**src/rtl/lane_cmp_pkg.sv**
```systemverilog
package lane_cmp_pkg;
    localparam int DATA_W  = 128;
    localparam int DEST_W  = 5;
    localparam int OP_W    = 3;
    localparam int LW_W    = 2;
    localparam int N_WIDTH = 3;

    typedef enum logic [OP_W-1:0] {
        OP_AND = 3'd0,
        OP_OR  = 3'd1,
        OP_XOR = 3'd2,
        OP_NOR = 3'd3,
        OP_CEQ = 3'd4,
        OP_CGT = 3'd5,
        OP_RS6 = 3'd6,
        OP_RS7 = 3'd7
    } lane_op_t;

    typedef enum logic [LW_W-1:0] {
        LW_8   = 2'd0,
        LW_16  = 2'd1,
        LW_32  = 2'd2,
        LW_32X = 2'd3
    } lane_w_t;
endpackage

```
**src/rtl/bitwise_unit.sv**
```systemverilog
module bitwise_unit
    import lane_cmp_pkg::*;
#(
    parameter int WIDTH = DATA_W
) (
    input  lane_op_t           op,
    input  logic [WIDTH-1:0]   src_a,
    input  logic [WIDTH-1:0]   src_b,
    output logic [WIDTH-1:0]   logic_out
);
    always_comb begin
        unique case (op)
            OP_AND:  logic_out = src_a & src_b;
            OP_OR:   logic_out = src_a | src_b;
            OP_XOR:  logic_out = src_a ^ src_b;
            OP_NOR:  logic_out = ~(src_a | src_b);
            default: logic_out = '0;
        endcase
    end
endmodule

```
**src/rtl/lane_compare.sv**
```systemverilog
module lane_compare #(
    parameter int WIDTH  = 128,
    parameter int LANE_W = 8
) (
    input  logic [WIDTH-1:0] src_a,
    input  logic [WIDTH-1:0] src_b,
    output logic [WIDTH-1:0] eq_mask,
    output logic [WIDTH-1:0] gt_mask
);
    localparam int N_LANES = WIDTH / LANE_W;

    for (genvar k = 0; k < N_LANES; k++) begin : g_lane
        logic signed [LANE_W-1:0] fa;
        logic signed [LANE_W-1:0] fb;
        logic                     is_eq;
        logic                     is_gt;
        assign fa    = src_a[k*LANE_W +: LANE_W];
        assign fb    = src_b[k*LANE_W +: LANE_W];
        assign is_eq = (fa == fb);
        assign is_gt = (fa > fb);
        assign eq_mask[k*LANE_W +: LANE_W] = {LANE_W{is_eq}};
        assign gt_mask[k*LANE_W +: LANE_W] = {LANE_W{is_gt}};
    end

    // A lane can never be both equal and strictly greater (R3 strictness)
    always_comb begin
        assert_excl_R3: assert ((eq_mask & gt_mask) == '0);
    end
endmodule

```
**src/rtl/lane_cmp_unit.sv**
```systemverilog
module lane_cmp_unit
    import lane_cmp_pkg::*;
(
    input  logic                clk,
    input  logic                rst,
    input  logic                in_valid,
    input  logic [OP_W-1:0]     in_op,
    input  logic [LW_W-1:0]     in_lanew,
    input  logic [DEST_W-1:0]   in_dest,
    input  logic [DATA_W-1:0]   in_a,
    input  logic [DATA_W-1:0]   in_b,
    output logic                out_valid,
    output logic                out_wen,
    output logic [DEST_W-1:0]   out_dest,
    output logic [DATA_W-1:0]   out_result
);
    lane_op_t           op_sel;
    lane_w_t            lw_sel;
    logic [DATA_W-1:0]  logic_res;
    logic [DATA_W-1:0]  eq_by_w [N_WIDTH];
    logic [DATA_W-1:0]  gt_by_w [N_WIDTH];
    logic [DATA_W-1:0]  eq_sel;
    logic [DATA_W-1:0]  gt_sel;
    logic [DATA_W-1:0]  next_res;

    assign op_sel = lane_op_t'(in_op);
    assign lw_sel = lane_w_t'(in_lanew);

    bitwise_unit #(.WIDTH(DATA_W)) u_logic (
        .op        (op_sel),
        .src_a     (in_a),
        .src_b     (in_b),
        .logic_out (logic_res)
    );

    for (genvar g = 0; g < N_WIDTH; g++) begin : g_width
        lane_compare #(.WIDTH(DATA_W), .LANE_W(8 << g)) u_cmp (
            .src_a   (in_a),
            .src_b   (in_b),
            .eq_mask (eq_by_w[g]),
            .gt_mask (gt_by_w[g])
        );
    end

    always_comb begin
        unique case (lw_sel)
            LW_8:    begin eq_sel = eq_by_w[0]; gt_sel = gt_by_w[0]; end
            LW_16:   begin eq_sel = eq_by_w[1]; gt_sel = gt_by_w[1]; end
            default: begin eq_sel = eq_by_w[2]; gt_sel = gt_by_w[2]; end
        endcase
    end

    always_comb begin
        unique case (op_sel)
            OP_AND, OP_OR, OP_XOR, OP_NOR: next_res = logic_res;
            OP_CEQ:                        next_res = eq_sel;
            OP_CGT:                        next_res = gt_sel;
            default:                       next_res = '0;
        endcase
    end

    always_ff @(posedge clk) begin
        if (rst) begin
            out_valid <= 1'b0;
            out_wen   <= 1'b0;
        end else begin
            out_valid <= in_valid;
            out_wen   <= in_valid && (in_dest != '0);
        end
    end

    always_ff @(posedge clk) begin
        if (in_valid) begin
            out_result <= next_res;
            out_dest   <= in_dest;
        end
    end

    assert_valid_lat_R6: assert property (@(posedge clk) disable iff (rst)
        in_valid |=> out_valid);
    assert_idle_R6: assert property (@(posedge clk) disable iff (rst)
        !in_valid |=> !out_valid);
    assert_zero_dest_R7: assert property (@(posedge clk) disable iff (rst)
        (in_valid && in_dest == '0) |=> (out_valid && !out_wen));
    assert_wen_needs_valid_R7: assert property (@(posedge clk) disable iff (rst)
        out_wen |-> out_valid);
    assert_reset_clear_R8: assert property (@(posedge clk)
        rst |=> (!out_valid && !out_wen));
    assert_hold_R9: assert property (@(posedge clk) disable iff (rst)
        !in_valid |=> ($stable(out_result) && $stable(out_dest)));
endmodule

```
**config.mk**
```make
export PLATFORM = sky130hd
export DESIGN_NAME = lane_cmp_unit
export DESIGN_NICKNAME = d
export VERILOG_FILES = /design/src/rtl/lane_cmp_pkg.sv /design/src/rtl/bitwise_unit.sv /design/src/rtl/lane_compare.sv /design/src/rtl/lane_cmp_unit.sv
export SDC_FILE = /design/constraint.sdc
export NUM_CORES = 1
export LEC_CHECK = 0
export ABC_CLOCK_PERIOD_IN_PS = 8400
export CORE_ASPECT_RATIO = 0.5
export CORE_MARGIN = 3
export CORE_UTILIZATION = 40
export DETAILED_ROUTE_END_ITERATION = 7
export PLACE_DENSITY = 0.71
export SLEW_MARGIN = 30
export SYNTH_ARGS = -nofsm -noshare
export SYNTH_HDL_FRONTEND = slang
export SYNTH_SLANG_ARGS = --single-unit
```
**constraint.sdc**
```tcl
create_clock -name clk -period 8.4 [get_ports clk]
set_input_delay 0.84 -clock clk [delete_from_list [all_inputs] [get_ports clk]]
set_output_delay 0.84 -clock clk [all_outputs]
set_load 0.01 [all_outputs]
```
==> metrics.yaml, run 1 <==
finalHoldViolations: 0
drive_above_1_share_pct: 3.43
gp_congestion: 0.936
num-nets-final: 3185
post_drt_wl_per_cell_um: 17.6
antenna_found_initial: 12
htree_levels: 4
post_cts_buffers: 0
start_kind: "input port"
yosysSeqAreaShare_pct: 22.8
drc: 0
worstSetupEndpointType: "register"
cts_root_buf: "clkbuf_16"
grt_pass1_wl_mm: 84.6
slew_violations: 0
initial_core_util_pct: 41.3
synth_edf_count: 133
grt_max_degree: 130
maxCapViolCount: 0
ys_types: 80
grt_overflow_total: 0
min_path_type: "in -> reg"
outcome: "finished, final reports clean"
grt_pass1_vias: 15724
worst_pin_slew_ns: 0.969
cp_max_fo: 8
cp.arrival_ns: 4.21
routed_via_density: 5.29
post-route-min-period_ns: 4.04
final_cell_mix: "399 x inv_1, 399 x clkdlybuf4s50_1, 396 x ha_1"
p_leak_nw: 10.6
clock_sinks: 135
critPathKind: "in -> reg"
ios: 404
power.density_nw_per_um2: 116
hold_buffers: 0
place_hpwl_mm: 42.9
antenna_left: 0
dieArea_um2: 46900
yosys_warnings: 0
place_ws_ns: 4.00
fp-row-count: 53
peakVddDrop_uv: 145
syn_inst: 2179
tritoncts: "done"
finalSetupTns_ns: 0
rsz0062_at_grt: "no"
maxSlewHeadroom_pct: 34.8
setup_viol: 0
min_from: "in_valid"
post-route-period-util_pct: 48.1
cts_buffers: 17
synth-seq-cells: 135
synthFlopType: "edfxtp_1"
avgSynthCellArea_um2: 8.11
die_x_um: 303
synth_nets: 2844
die_h_um: 155
synth-async-reset-ratio_pct: 0
dr.pass1.iters: 7
routed-via-count: 16522
core_um2: 42800
crit_path_start: "in_a[26]"
grt_use_total_pct: 23.0
setup_slack_ns: 4.36
fmax_ghz: 0.248
cts_resized: 0
port_buffers: 403
drt_wl_total_mm: 55.0
syn-cell-area_um2: 17700
cts_buffer_depth: 2
area_delta_synth_final_pct: 29.1
drt_iter0_drc: 1037
clkTransAtPathRegs_ns: 0.07
required_ns: 8.57
-- Yosys cell counts (3+ instances only) --
cell | number | area share, %
o21bai_1 | 29 | 1.2
a2111oi_0 | 4 | 0.20
nor4_1 | 28 | 0.99
a221oi_1 | 3 | 0.15
a21oi_2 | 4 | 0.20
inv_1 | 399 | 8.5
clkbuf_1 | 82 | 1.7
o31ai_1 | 19 | 0.81
a31oi_1 | 7 | 0.25
nand4_1 | 5 | 0.18
nor2_1 | 143 | 3.0
buf_1 | 9 | 0.19
o2111ai_1 | 11 | 0.55
or4_1 | 4 | 0.17
nand2_1 | 155 | 3.3
edfxtp_1 | 133 | 23
nor4_2 | 4 | 0.28
and3_1 | 3 | 0.11
a211oi_1 | 13 | 0.55
a21oi_1 | 164 | 4.6
o21a_1 | 12 | 0.51
o211ai_1 | 56 | 2.4
nand3_1 | 7 | 0.20
a21boi_0 | 5 | 0.21
nor2b_1 | 16 | 0.57
o21ai_0 | 264 | 7.5
a21o_1 | 6 | 0.25
ha_1 | 396 | 28
mux2i_1 | 74 | 4.2
o21ai_2 | 5 | 0.25
o22ai_2 | 5 | 0.35
xnor2_1 | 5 | 0.25
and2_1 | 12 | 0.42
o221ai_1 | 24 | 1.2
nor3_1 | 13 | 0.37
o31a_1 | 3 | 0.15
-- report_power, final --
part / switching [mW] / internal [mW]
registers: 0.0283 / 0.837
clock network: 0.370 / 0.420
logic: 0.526 / 0.465
total: 0.924 / 1.72
-- cells by family (layout without fill, tap and decap cells) --
group / Yosys count / count (layout) / synth area share (%)
xor+xnor: 5 / 5 / 0.248
simple gates: 411 / 411 / 10.7
fa+ha+maj: 396 / 396 / 28.0
flops: 135 / 135 / 22.8
other cells: 0 / 13 / 0
mux: 74 / 74 / 4.19
compound gates: 666 / 666 / 23.5
buf+inv: 492 / 846 / 10.5
-- critical path, stage by stage --
cell and delay [ns]:
clkdlybuf4s50_1 0.51, inv_1 0.06, ha_1 0.33, nor4_1 0.68
nand2_1 0.35, nor2_1 0.18, a2111oi_0 0.18, a21o_1 0.27
a31o_2 0.27, a21oi_2 0.38, o21ai_0 0.17
-- worst paths after layout --
path | endpoint | slack [ns] | cells past startpoint
setup / recovery | out_result[8] | 4.36 | 11
hold / removal | out_dest[3] | 0.92 | 1
-- layer usage --
metal	vias to the layer above	wire length [um]	GRT usage (%)	share of wire [%]
li1	8212	-	-	-
met1	7778	21900	26.6	40
met2	423	28300	41.7	51
met3	109	2570	3.59	4.7
met4	0	2180	10.4	4.0
met5	-	0	0	0
-- through the flow --
stage | utilization (%) | cell area [um^2] | hold slack, ns | instances | power (mW)
6_report | 53.3 | 22800 | 0.921 | 3123 | 2.65
5_1_grt | 53.3 | 22800 | 0.921 | 3122 | 2.80
4_1_cts | 53.2 | 22800 | 0.912 | 3109 | 2.66
3_5_place_dp | 51.9 | 22200 | 1.40 | 3077 | 1.86
3_3_place_gp | 51.8 | 22200 | 1.40 | 3077 | 1.85
2_1_floorplan | - | 17700 | 0.923 | 2179 | 1.39
-- layout make-up --
class / count / area (um^2)
multi-input combinational: 1552 / 11800
fill: 3930 / 20000
antenna: 13 / 32.5
tap: 577 / 722
clock buffer: 17 / 425
inverter: 400 / 1500
sequential: 135 / 4030
clock inverter: 15 / 158
timing repair buffer: 414 / 4140
-- sequential cells by signal (all words and copies together) (netlist names) --
| register | cells |
|---|---|
| out_result | 128 |
| out_dest | 5 |
| out_valid | 1 |
| out_wen | 1 |
(Power assumes the default switching activity.)
==> run 2, diff against run 1 <==
- ABC_CLOCK_PERIOD_IN_PS: 8400 -> 3720
- clock period: 8.4 -> 3.72 ns (I/O delays scaled with it)
==> run 2 against run 1 <==
Non-clock buffer count up 54. Final cell count up 1.8%. Clock-buffer cell count unchanged. Wire length up 0.20%. Critical endpoint is now out_result[18]. Total power up 130%. Final area up 2.0%. Core utilization up 1.0 points. First-iteration DRC count down 1.8%.
==> metrics.yaml, run 2 (same netlist as run 1, synthesis figures left out) <==
outcome: "finished, final reports clean"
multiInputGateArea_um2: 11800
maxSlewHeadroom_pct: 38.5
initial_core_util_pct: 41.3
grt_pass1_wl_mm: 85.1
finalHoldViolations: 0
p_leak_nw: 10.9
drt_wl_total_mm: 55.1
total_power_mw: 6.09
dr.pass1.iters: 5
rsz0062_at_grt: "no"
final_cells: 3178
critPathKind: "in -> reg"
slew_violations: 0
worstSetupEndpointType: "register"
drive_above_1_share_pct: 5.41
ios: 404
routed-via-count: 16581
largest_register_ff_count: 128
power.density_nw_per_um2: 262
setup_slack_ns: 0.274
clock_sinks: 135
setup_viol: 0
htree_levels: 4
finish.instance_area_um2: 23300
fp-row-count: 53
gp_congestion: 0.880
post_cts_buffers: 0
antenna_found_initial: 14
largest-register: "out_result"
place_hpwl_mm: 43.6
num-nets-final: 3239
dieArea_um2: 46900
cp.arrival_ns: 3.63
drc: 0
cts_root_buf: "clkbuf_16"
antenna_left: 0
grt_overflow_total: 0
seq_area_um2: 4030
area_delta_synth_final_pct: 31.6
min_path_type: "in -> reg"
grt_max_degree: 145
final_cell_mix: "399 x inv_1, 399 x clkdlybuf4s50_1, 396 x ha_1"
start_kind: "input port"
routed_via_density: 5.22
tritoncts: "done"
hold_ws_ns: 0.425
die_h_um: 155
peakVddDrop_uv: 274
post_drt_wl_per_cell_um: 17.3
fmax_ghz: 0.290
maxCapViolCount: 0
place_ws_ns: -0.133
cts_buffer_depth: 2
crit_path_start: "in_a[25]"
cts_buffers: 17
cp_max_fo: 8
die_x_um: 303
required_ns: 3.90
drt_iter0_drc: 1018
hold_buffers: 0
postPlaceCellArea_um2: 22600
grt_pass1_vias: 15919
core_um2: 42800
port_buffers: 403
clkTransAtPathRegs_ns: 0.07
post-route-min-period_ns: 3.45
cts_resized: 0
largestRegisters: "out_result: 128 flops, out_dest: 5 flops"
nFillCells: 3911
grt_use_total_pct: 22.9
endpoint: "out_result[18]"
worst_pin_slew_ns: 0.900
post-route-period-util_pct: 92.6
place_inst: 3131
run 2: cell count changes in the layout (fill, tap and decap cells not counted), sizes merged:
| cell | delta |
|---|---|
| buf | +54 |
| bufinv | +1 |
| clkinv | +4 |
| clkinvlp | -4 |
| diode | +1 |
| inv | -1 |
run 2: how the worst min path moves through the flow:
stage / from / depth (start not counted) / slack, ns / endpoint
2_1_floorplan: rst / 1 / 0.46 / out_valid
3_3_place_gp: in_valid / 1 / 0.93 / out_result[78]
3_5_place_dp: in_valid / 1 / 0.94 / out_result[77]
4_1_cts: rst / 2 / 0.45 / out_valid
5_1_grt: in_valid / 1 / 0.47 / out_result[77]
6_report: in_valid / 1 / 0.42 / out_result[77]
run 2: routing by layer:
layer,global-route usage [%],vias to the layer above,routed length [um]
met4,9.58,0,2130
met3,2.61,101,2350
met2,41.9,426,28100
li1,-,8306,-
met5,0,-,0
met1,27.2,7748,22500
run 2: power by group:
part | internal (mW) | switching, mW
clock | 1.02 | 0.831
combinational | 1.09 | 1.20
sequential | 1.89 | 0.0578
run 2: critical path: stages:
cell	delay, ns
clkdlybuf4s50_1	0.51
inv_1	0.05
ha_1	0.33
nor4_1	0.07
buf_4	0.15
nand2_1	0.16
nor2_1	0.07
a2111oi_0	0.82
o2111ai_1	0.26
a31oi_1	0.28
o32a_1	0.37
o21ai_0	0.17
run 2: layout make-up:
cell class	count	share of cell area (%)
repair buffers	468	19.6
clock inverters	15	0.801
well taps	577	3.10
flip-flops and latches	135	17.3
clock buffers	17	1.83
inverters	400	6.45
diodes	14	0.151
multi-input cells	1552	50.7
run 2: through the flow:
step                      util, %  setup TNS (ns)
after floorplan                 -               0
after global placement       52.8           -1.98
after detailed placement     52.8           -2.55
after CTS                    54.2               0
after global routing         54.4               0
final                        54.4               0
==> run 3, diff against run 2 <==
- ABC_CLOCK_PERIOD_IN_PS: 3720 -> 3370
- clock period: 3.72 -> 3.37 ns (I/O delays scaled with it)
==> run 3 against run 2 <==
Die area unchanged. Flip-flop and latch count stayed put. Clock power rose by 18%.
==> metrics.yaml, run 3 (same netlist as run 1, synthesis figures left out) <==
drt_wl_total_mm: 57.9
antenna_left: 0
hold_ws_ns: 0.374
largest-register: "out_result"
drt_iter0_drc: 947
final_util_pct: 58.7
drive_above_1_share_pct: 13.0
largestRegisters: "out_result: 128 flops, out_dest: 5 flops"
slew_violations: 0
tritoncts: "done"
hold_buffers: 0
start_kind: "input port"
dr.pass1.iters: 5
swShare_pct: 32.3
p_int_mw: 4.82
post_cts_buffers: 0
rsz0062_at_grt: "no"
dieArea_um2: 46900
cp_max_fo: 6
num-nets-final: 3465
grt_overflow_total: 0
place_hpwl_mm: 46.0
pwr-share-clk_pct: 30.7
cp.arrival_ns: 3.38
worst_path_dominant_cell_family: "compound AO/OA/AOI/OAI gates"
multiInputGateArea_um2: 11800
p_leak_nw: 12.0
clock_sinks: 135
min_from: "in_op[2]"
grt_use_total_pct: 23.9
maxSlewHeadroom_pct: 37.0
cpMaxStageDelayCell: "a2111oi_1"
cts_buffers: 17
final_cell_mix: "399 x inv_1, 399 x clkdlybuf4s50_1, 396 x ha_1"
gp_congestion: 0.895
max_stage_delay_ns: 0.67
worstSetupEndpointType: "register"
grt_pass1_vias: 17006
power_frac_seq_pct: 30.3
fmax_ghz: 0.313
setup_viol: 0
power.density_nw_per_um2: 284
whs_path_depth: 2
min_path_type: "in -> reg"
maxCapViolCount: 0
path_cells: "clkdlybuf4s50_1, inv_1, ha_1, nor4_1, buf_4, nand2_1, nor2_1, a2111oi_1, o2111ai_1, a31oi_1, o32ai_1, buf_4, o21bai_1"
cp_num_buf_inv: 4
postPlaceCellArea_um2: 24400
area_delta_synth_final_pct: 42.0
drc: 0
finish.instance_area_um2: 25100
seq_area_um2: 4030
initial_core_util_pct: 41.3
die_x_um: 303
fp-row-count: 53
antenna_found_initial: 23
cts_resized: 0
power_frac_comb_pct: 39.0
whs_endpoint: "out_result[5]"
switching_power_mw: 2.30
cts_root_buf: "clkbuf_16"
routed_via_density: 5.13
required_ns: 3.56
critPathKind: "in -> reg"
core_um2: 42800
cts_buffer_depth: 2
port_buffers: 403
total_power_mw: 7.12
grt_pass1_wl_mm: 88.8
finalHoldViolations: 0
nFillCells: 3770
peakVddDrop_uv: 299
outcome: "finished, final reports clean"
die_h_um: 155
htree_levels: 4
largest_register_ff_count: 128
grt_max_degree: 183
worst_pin_slew_ns: 0.946
post_drt_wl_per_cell_um: 17.0
post-route-period-util_pct: 94.8
ios: 404
routed-via-count: 17517
post-route-min-period_ns: 3.19
crit_top_cell: "buf_4"
clkTransAtPathRegs_ns: 0.07
-- run 3: cell count changes in the layout (fill, tap and decap cells not counted), sizes merged --
| cell | change |
|---|---|
| buf | +226 |
| diode | +9 |
| clkinvlp | +5 |
| inv | -5 |
| clkinv | -4 |
| bufinv | +3 |
| clkbuf | +1 |
-- run 3: how the worst max path moves through the flow --
stage | to | from | cells past startpoint
6_report | out_result[30] | in_b[25] | 13
3_3_place_gp | out_result[24] | in_b[25] | 13
4_1_cts | out_result[31] | in_b[25] | 13
3_5_place_dp | out_result[31] | in_b[25] | 13
2_1_floorplan | out_result[48] | in_a[55] | 9
5_1_grt | out_result[30] | in_b[29] | 12
-- run 3: per-stage QoR --
| step | instances | worst slack [ns] | TNS, ns |
|---|---|---|---|
| final | 3413 | 0.177 | 0 |
| after detailed placement | 3358 | -0.302 | -20.40 |
| after global routing | 3413 | 0.0375 | 0 |
| after CTS | 3390 | 0.164 | 0 |
| after floorplan | 2179 | 0.576 | 0 |
| after global placement | 3358 | -0.317 | -15.74 |
-- run 3: area by class of cell --
| cell class | count | share of cell area, % |
|---|---|---|
| Multi-Input combinational cell | 1552 | 47.1 |
| Timing Repair Buffer | 694 | 25.1 |
| Sequential cell | 135 | 16.1 |
| Inverter | 400 | 5.98 |
| Tap cell | 577 | 2.88 |
| Clock buffer | 18 | 1.75 |
| Clock inverter | 14 | 0.888 |
| Antenna cell | 23 | 0.229 |
-- run 3: power groups by stage --
stage,Sequential [mW],Clock (mW),Combinational [mW]
floorplan,2.27,0,1.20
global placement,2.19,0,2.69
detailed placement,2.19,0,2.75
CTS,2.16,2.23,2.77
global route,2.17,2.30,3.05
finish,2.16,2.19,2.77
-- run 3: layer usage --
layer	up-vias	GRT usage [%]	wire [um]
met5	-	0	0
met4	0	12.9	2760
met3	121	3.77	2480
met2	430	42.7	29700
met1	8177	27.5	22900
li1	8789	-	-
